$ cat src/rtl/fmem_init_pkg.sv
// Package: shared constants and the per-side state type of the
// field memory initialization sequencer.
package fmem_init_pkg;

    localparam int NUM_SIDES = 2;   // one write side, one read side
    localparam int SIDE_WR   = 0;
    localparam int SIDE_RD   = 1;

    typedef enum logic [2:0] {
        SD_IDLE = 3'd0,   // waiting for the stabilization interval
        SD_PRE  = 3'd1,   // leading pointer reset (unsettled path only)
        SD_BURST = 3'd2,  // dummy clock enables
        SD_POST = 3'd3,   // final pointer reset
        SD_DONE = 3'd4    // side finished
    } side_state_t;

endpackage

$ cat src/rtl/fmem_stab_timer.sv
// Module: fmem_stab_timer
// Counts consecutive cycles of supply-good. Once WAIT_CYCLES edges have
// seen supply_ok high, ready is raised and held. Any low cycle clears the
// count and ready.
// Assumes WAIT_CYCLES >= 1 and supply_ok synchronous to clk.
module fmem_stab_timer #(
    parameter int WAIT_CYCLES = 5000
) (
    input  logic clk,
    input  logic rst_n,
    input  logic supply_ok,
    output logic ready
);
    localparam int TW = $clog2(WAIT_CYCLES + 1);

    logic [TW-1:0] cnt_q;

    // Saturating stabilization counter and sticky ready flag.
    always_ff @(posedge clk) begin
        if (!rst_n || !supply_ok) begin
            cnt_q <= '0;
            ready <= 1'b0;
        end else begin
            if (cnt_q != TW'(WAIT_CYCLES))
                cnt_q <= cnt_q + 1'b1;
            if (cnt_q == TW'(WAIT_CYCLES - 1))
                ready <= 1'b1;
        end
    end

endmodule

$ cat src/rtl/fmem_side_seq.sv
// Module: fmem_side_seq
// Sequences one pointer side (write or read) of the field memory: an
// optional leading reset strobe, a burst of dummy clock enables, then a
// final reset strobe. The path is latched when start is first seen in
// idle. abort returns the side to idle from any state.
// Assumes DUMMY_CYCLES >= 1.
module fmem_side_seq
    import fmem_init_pkg::*;
#(
    parameter int DUMMY_CYCLES = 130
) (
    input  logic clk,
    input  logic rst_n,
    input  logic abort,
    input  logic start,
    input  logic long_mode,
    output logic clk_en,
    output logic ptr_rst,
    output logic side_done
);
    localparam int CW = $clog2(DUMMY_CYCLES + 1);

    side_state_t   state_q;
    logic [CW-1:0] cnt_q;

    // Side state machine with saturating dummy-cycle counter.
    always_ff @(posedge clk) begin
        if (!rst_n || abort) begin
            state_q <= SD_IDLE;
            cnt_q   <= '0;
        end else begin
            case (state_q)
                SD_IDLE: begin
                    cnt_q <= '0;
                    if (start)
                        state_q <= long_mode ? SD_PRE : SD_BURST;
                end
                SD_PRE:   state_q <= SD_BURST;
                SD_BURST: begin
                    if (cnt_q >= CW'(DUMMY_CYCLES - 1))
                        state_q <= SD_POST;
                    else
                        cnt_q <= cnt_q + 1'b1;
                end
                SD_POST:  state_q <= SD_DONE;
                SD_DONE:  state_q <= SD_DONE;
                default:  state_q <= SD_IDLE;
            endcase
        end
    end

    // Output decode from state.
    always_comb begin
        clk_en    = (state_q == SD_BURST);
        ptr_rst   = (state_q == SD_PRE) || (state_q == SD_POST);
        side_done = (state_q == SD_DONE);
    end

endmodule

$ cat src/rtl/fmem_init_seq.sv
// Module: fmem_init_seq (top)
// Power-up initialization sequencer for a field memory with separate write
// and read address counters. It waits for the supply to be stable, then
// runs identical write and read side sequences in parallel, and flags
// completion once both sides are finished.
// Assumes supply_ok and supply_settled are synchronous to clk.
module fmem_init_seq
    import fmem_init_pkg::*;
#(
    parameter int WAIT_CYCLES  = 5000,
    parameter int DUMMY_CYCLES = 130
) (
    input  logic clk,
    input  logic rst_n,
    input  logic supply_ok,
    input  logic supply_settled,
    output logic wclk_en,
    output logic rclk_en,
    output logic wptr_rst,
    output logic rptr_rst,
    output logic init_done
);
    logic                 stab_ready;
    logic [NUM_SIDES-1:0] side_en;
    logic [NUM_SIDES-1:0] side_rst;
    logic [NUM_SIDES-1:0] side_fin;
    logic                 done_q;

    fmem_stab_timer #(.WAIT_CYCLES(WAIT_CYCLES)) i_timer (
        .clk       (clk),
        .rst_n     (rst_n),
        .supply_ok (supply_ok),
        .ready     (stab_ready)
    );

    for (genvar s = 0; s < NUM_SIDES; s++) begin : g_side
        fmem_side_seq #(.DUMMY_CYCLES(DUMMY_CYCLES)) i_side (
            .clk       (clk),
            .rst_n     (rst_n),
            .abort     (!supply_ok),
            .start     (stab_ready),
            .long_mode (!supply_settled),
            .clk_en    (side_en[s]),
            .ptr_rst   (side_rst[s]),
            .side_done (side_fin[s])
        );
    end

    // Completion flag: both sides finished and the supply still good.
    always_ff @(posedge clk) begin
        if (!rst_n)
            done_q <= 1'b0;
        else
            done_q <= supply_ok && (&side_fin);
    end

    assign wclk_en   = side_en[SIDE_WR];
    assign rclk_en   = side_en[SIDE_RD];
    assign wptr_rst  = side_rst[SIDE_WR];
    assign rptr_rst  = side_rst[SIDE_RD];
    assign init_done = done_q;

endmodule

$ cat config.mk
export PLATFORM = sky130hd
export DESIGN_NAME = fmem_init_seq
export DESIGN_NICKNAME = d
export VERILOG_FILES = /design/src/rtl/fmem_init_pkg.sv /design/src/rtl/fmem_stab_timer.sv /design/src/rtl/fmem_side_seq.sv /design/src/rtl/fmem_init_seq.sv
export SDC_FILE = /design/constraint.sdc
export NUM_CORES = 1
export LEC_CHECK = 0
export BUFFER_PORTS_ARGS = -buffer_cell sky130_fd_sc_hd__buf_2
export CAP_MARGIN = 20
export CORE_MARGIN = 1.5
export CORE_UTILIZATION = 50
export CTS_BUF_LIST = sky130_fd_sc_hd__clkbuf_4
export DETAILED_ROUTE_END_ITERATION = 10
export GPL_TIMING_DRIVEN = 1
export HOLD_SLACK_MARGIN = 0.06
export PLACE_DENSITY = 0.67
export SYNTH_ARGS = -nofsm -noshare
export SYNTH_HDL_FRONTEND = slang
export SYNTH_HIERARCHICAL = 1
export SYNTH_SLANG_ARGS = --single-unit
export TNS_END_PERCENT = 10
$ cat constraint.sdc
create_clock -name clk -period 4.7 [get_ports clk]
set_input_delay 0.47 -clock clk [delete_from_list [all_inputs] [get_ports clk]]
set_output_delay 0.47 -clock clk [all_outputs]
set_load 0.05 [all_outputs]
# --- Yosys cells after proc, flatten, opt, wreduce, memory -nomap -nowiden ---
# Index checks and enable logic that the tools add are counted.
totals:
  reg_bits: 37
  latchBits: 0
  mem_bits_rw: 0
  mem_bits_ro: 0
  input_bits: 4
  word_cells: 55
  n_memories: 0
classes:
  addsub: 3
  n_mul: 0
  div: 0
  order_cmp: 2
  n_eq_ne: 16
  shifts: 0
  mux: 10
  bitwise: 0
  reduce_logical: 17
ops:
  columns: ["op", "n"]
  rows:
  - ["one-hot mux 8 bit (2 select lines)", 2]
  - ["one-hot mux 3 bit (4 select lines)", 2]
  - ["adder 8 x 1 -> 8 bit, second input constant", 2]
  - ["greater-or-equal comparator 8 bit, second input constant", 2]
  - ["two-way mux 8 bit", 2]
  - ["adder 13 x 1 -> 13 bit, second input constant", 1]
  - ["== test 13 bit, second input constant", 1]
  - ["inequality test 13 bit, second input constant", 1]
  - ["== test 3 x 2 -> 1 bit, second input constant", 4]
  - ["AND reduction 2 bit", 5]
  - ["two-way mux 3 bit", 3]
  - ["inequality test 2 bit, second input constant", 4]
  - ["== test 3 x 1 -> 1 bit, second input constant", 2]
  - ["== test 3 bit, second input constant", 2]
  - ["zero test 3 bit", 2]
  - ["inequality test 2 x 1 -> 1 bit, second input constant", 2]
  - ["nonzero test 2 bit", 2]
  - ["OR reduction 2 bit", 2]
  - ["logical OR 1 bit", 3]
  - ["zero test 1 bit", 2]
  - ["two-way mux 2 bit", 1]
  - ["logical AND 1 bit", 1]

# --- Longest topological paths before layout ---
logic_depth:
  ltp_word: 3
  mapped_depth: 6

# --- Modules after synthesis ---
# Netlist, hierarchy kept.
modules_own_cells:
  columns: ["mod", "n_inst", "cells_per_inst", "area_each_um2", "seq_area_each_um2"]
  rows:
  - ["fmem_side_seq", 2, 77, 659.4, 220.2]
  - ["fmem_stab_timer", 1, 79, 703.2, 280.3]
  - ["fmem_init_seq", 1, 4, 36.3, 20.0]

# --- Least setup slack after synthesis ---
# Ideal clock, no wire load.
synth_path:
  path_type: "reg2reg"
  start: "register g_side[0].i_side.cnt_q[1]"
  end: "register g_side[0].i_side.cnt_q[2]"
  arrival_ns: 1.955
  required_time_ns: 4.626
  slack_ns: 2.671
  path_stages_with_launch: 7
  path_buffers: 0
  synth_period_minus_slack_ns: 2.029
  path_cell_list: "dfxtp_1 inv_1 ha_1 or4b_4 o21a_1 or4b_1 a31oi_1"
synth_between:
  elab_chain_cells: 3
  elab_cells_between_ends: 6
  cone_classes: "add/sub (1); order compare (1); eq/ne (1); mux (2); reduce/logical (1)"
synth_rtl:
  columns: ["item", "line", "rtl"]
  rows:
  - ["start: declaration", "fmem_side_seq.sv:24", "logic [CW-1:0] cnt_q;"]
  - ["start signal: assignment", "fmem_side_seq.sv:43", "cnt_q <= cnt_q + 1'b1;"]
  - ["adder 8 x 1 -> 8 bit or greater-or-equal comparator 8 bit (tied branches)", "fmem_side_seq.sv:43, fmem_side_seq.sv:40", null]
  - ["two-way mux 8 bit or inequality test 2 bit (tied branches)", null, null]
  - ["one-hot mux 8 bit (2 select lines) or AND reduction 2 bit (tied branches)", null, null]
# Parallel ways exist; a longest one is shown, timed or not. The select of a mux whose other input is x is not followed.
# A chain may end at the register's enable or synchronous reset.

# --- Worst setup path after layout ---
layout_path:
  start: "register g_side[1].i_side.cnt_q[1]"
  end: "register g_side[1].i_side.cnt_q[2]"
layout_between:
  elab_chain_cells: 3
  elab_cells_between_ends: 6
  cone_classes: "add/sub (1); order compare (1); eq/ne (1); mux (2); reduce/logical (1)"
layout_rtl:
  columns: ["item", "line"]
  rows:
  - ["start: declaration", "fmem_side_seq.sv:24"]
  - ["start signal: assignment", "fmem_side_seq.sv:43"]
  - ["adder 8 x 1 -> 8 bit or greater-or-equal comparator 8 bit (tied branches)", "fmem_side_seq.sv:43, fmem_side_seq.sv:40"]
  - ["two-way mux 8 bit or inequality test 2 bit (tied branches)", null]
  - ["one-hot mux 8 bit (2 select lines) or AND reduction 2 bit (tied branches)", null]
# Parallel ways exist; a longest one is shown, timed or not. The select of a mux whose other input is x is not followed.

==> results.txt <==
----------------------------------------------------
[Finish]
  Fin util ... 0.5441
  Share of post-route cells with drive strength above 1 ... 0.1393
  Layout Area Growth over Synthesis ... 4.985%
  Antenna cell count ... 0
  Net count, final ... 255
  Total non-filler cell area in the finished layout ... 0.002161 sq mm

[Clocking]
  PostCTS Resize Cnt ... 0
  Post-cts hold buffer count ... 0
  Max clock buf depth ... 2
  Clock sinks ... 37
  Post-CTS setup-driven buffer insertion count ... 0
  TritonCTS clock tree ... built
  Clock latency at the later pin of the worst-skew pair ... 330 ps
  CTS H-tree lvls ... 2
  Clock transition time at the flip-flop clock pins of the worst setup and hold paths ... 110 ps
  Number of buffers created by CTS ... 5
  CTS Root Buffer Type ... clkbuf_4

[Placed design]
  Post-Place Setup Slack ... 2567 ps
  Placement Cell Area ... 0.002082 sq mm
  Number of buffers added on ports ... 8
  HPWL after detailed placement ... 2797 um
  Gp weighted congestion ... 0.8043

[Setup path]
  Startpoint-to-endpoint class of the critical path ... flip-flop to flip-flop
  CP startpoint kind ... flip-flop
  Maximum net fanout on the critical path ... 6
  Critical Path Start ... g_side[1].i_side/cnt_q[1]
  Sort of element at the end of the critical path ... flip-flop
  Flop-to-flop setup slack ... 2540 ps
  CP Data Required Time ... 4970 ps
  Startpoint of the most critical register-to-register path ... g_side[1].i_side/cnt_q[1]
  Arrival time reported for the critical path endpoint ... 2430 ps

[Drt]
  Violation count after the first detailed-route iteration ... roughly 150
  Met2 wirelength from detailed routing ... 1792 um
  Routed len/inst ... 13.26 um
  Uppermost signal routing layer after detailed routing ... met4
  DRC violations left ... 0
  Antenna Nets Post-Route ... 0
  Via/cell ratio ... 5.854
  M1 wire length ... 1902 um
  Detailed-route via count ... about 1.7k
  Met3 WL post-DR ... 155 um
  Final routed wirelength across all metal layers ... approximately 4000 um
  Detailed-routing iteration count for the pre-antenna-repair pass ... 4

[Timing]
  Unrepaired setup endpoints after global routing ... false
  Relative slew margins ... 0.6417
  Least-Margin Pin Slew ... roughly 540 ps
  Final Hold Fails ... 0
  Final setup violation count ... 0
  Count of pins over their slew limit ... 0
  Final critical-path share of the clock period ... 0.4598
  Setup clock skew after layout ... 4.567 ps
  Final Critical Period ... 2161 ps
  Fin Setup TNS ... 0 ps
  Worst Slack Setup Final ... 2539 ps
  Achievable Freq ... 462.7 MHz

[Synthesis]
  EDFF count, synth ... 0
  Summed instance area of the synthesized netlist ... 0.002058 sq mm
  Number of instances in the synthesized netlist ... between 200 and 250
  Mapped Nets ... 249
  Post-synthesis cell type count ... 43
  Synthesized area per cell ... just under 9 sq um
  Share of the yosys chip area belonging to registers ... 0.3599
  Number of flip-flops and latches in the synthesized netlist ... 37
  Most instantiated cells after synthesis ... dfxtp_1 (37), nand2_1 (25), a21oi_1 (18)
  Cell with the most instances after synthesis ... dfxtp_1
  Cells taking the most area after synthesis ... dfxtp_1 (36%), ha_1 (4.9%), nand2_1 (4.6%), a21oi_1 (4.4%), buf_6 (2.7%)
  Share of flip-flops with an asynchronous set or reset ... 0
  Library cell occupying the most area in the post-synthesis netlist ... dfxtp_1
  Area share of the largest cell type after synthesis ... 0.3599
  Count of yosys warnings during synthesis ... 6
  Primary flip-flop cell chosen by synthesis mapping ... dfxtp_1

[Global routing]
  Total global routing track utilization ... 0.1926
  Vias in the first global route ... 1,484
  Total global routing overflow ... 0
  Wire length of the first global-routing pass ... 6727 um
  Number of antenna violations at the first check in global routing ... 0
  Pin count of the biggest net entering global routing ... 18

[Hold path]
  Startpoint of the lowest-slack hold path ... supply_ok
  Type of the most critical hold path ... primary input to flip-flop

[Die]
  Row count ... 23
  Core area ... 0.003971 sq mm
  Die width ... approximately 67 um
  Top-Level Pins ... 9
  Die outline height ... 67.16 um
  Starting density of the core ... 0.5183
  Die ar. ... 0.004510 sq mm

[Run status]
  Run status ... finished, final reports clean

[Run]
  Max Cap Violations ... 0

[Pwr]
  Peak VDD IR ... 133.9 uV
  Leakage Power ... 0.7379 nW
  Pwr per Cell Area ... around 250 mW/mm^2

----------------------------------------------------
path summary, 6_finish.rpt:
kind / endpoint / cells past startpoint
max: g_side[1].i_side/cnt_q[2] / 6
min: init_done / 2
min reg2reg: i_timer/cnt_q[12] / 2
max reg2reg: g_side[1].i_side/cnt_q[2] / 6
critical path: stages (launching register included):
cell	delay [ps]
dfxtp_1	430
inv_1	90
ha_1	180
or4b_4	480
o21a_1	250
or4b_1	500
a31oi_1	170
per-stage QoR:
| stage | hold WS [ps] | cells | total power [mW] |
|---|---|---|---|
| final | 456.9 | 294 | 0.5477 |
| after global routing | 445.6 | 294 | 0.5699 |
| after CTS | 439.8 | 294 | 0.5565 |
| after detailed placement | 465.2 | 286 | 0.3367 |
| after global placement | 459.7 | 286 | 0.3364 |
| after floorplan | 442.6 | 237 | 0.3333 |
kinds of logic (layout without fill, tap and decap cells):
kind of cell,count (synthesis),in the layout,synth area share
compound gates,50,50,0.1574
buf+inv,21,28,0.06018
flops,37,37,0.3599
xor+xnor,2,2,0.008512
fa+ha+maj,8,8,0.04863
mux,4,4,0.01945
simple gates,115,115,0.3459
routing by layer:
layer,global-route usage,vias up
li1,-,887
met1,0.2557,799
met2,0.3069,30
met3,0.04667,5
met4,0.06378,0
met5,0,-
cells in the final DEF, fill, tap and decap left out, types with 3 or more instances in the layout:
| cell type | synthesis | routed |
|---|---|---|
| or3_1 | 6 | 6 |
| clkbuf_4 | 0 | 6 |
| o31ai_1 | 5 | 5 |
| or4_1 | 5 | 5 |
| or2_2 | 4 | 4 |
| nor2_1 | 10 | 10 |
| o21ai_0 | 7 | 7 |
| nor2b_1 | 6 | 6 |
| nand4b_1 | 5 | 5 |
| inv_1 | 12 | 12 |
| nand2_1 | 25 | 25 |
| mux2i_1 | 4 | 4 |
| nand3b_1 | 3 | 3 |
| dfxtp_1 | 37 | 37 |
| or3_2 | 3 | 3 |
| ha_1 | 8 | 8 |
| nand2b_1 | 6 | 6 |
| nand4_1 | 8 | 8 |
| and3_1 | 4 | 4 |
| or4b_4 | 3 | 3 |
| o21a_1 | 3 | 3 |
| buf_2 | 0 | 8 |
| a21oi_1 | 18 | 18 |
| nor4_1 | 5 | 5 |
| a31oi_1 | 4 | 4 |
| nand3_1 | 7 | 7 |
| o211ai_1 | 4 | 4 |
power breakdown:
group	total, mW	internal, mW	switching, mW
logic	0.0142	0.00414	0.0101
clock network	0.218	0.117	0.102
registers	0.315	0.314	0.000986
state kept, by name, summed over array words and instances (netlist names):
| name | count |
|---|---|
| init_done | 1 |
| g_side.i_side/cnt_q | 16 |
| i_timer/ready | 1 |
| i_timer/cnt_q | 13 |
| g_side.i_side/state_q | 6 |
final cells by class:
cell class	instances	area, sq um
clock buffer	6	45.04
clock inverter	2	33.78
fill	399	1810
inverter	12	45.04
multi-input combinational	179	1194
sequential	37	740.7
tap	50	62.56
timing repair buffer	8	40.04
(Power assumes the default switching activity.)
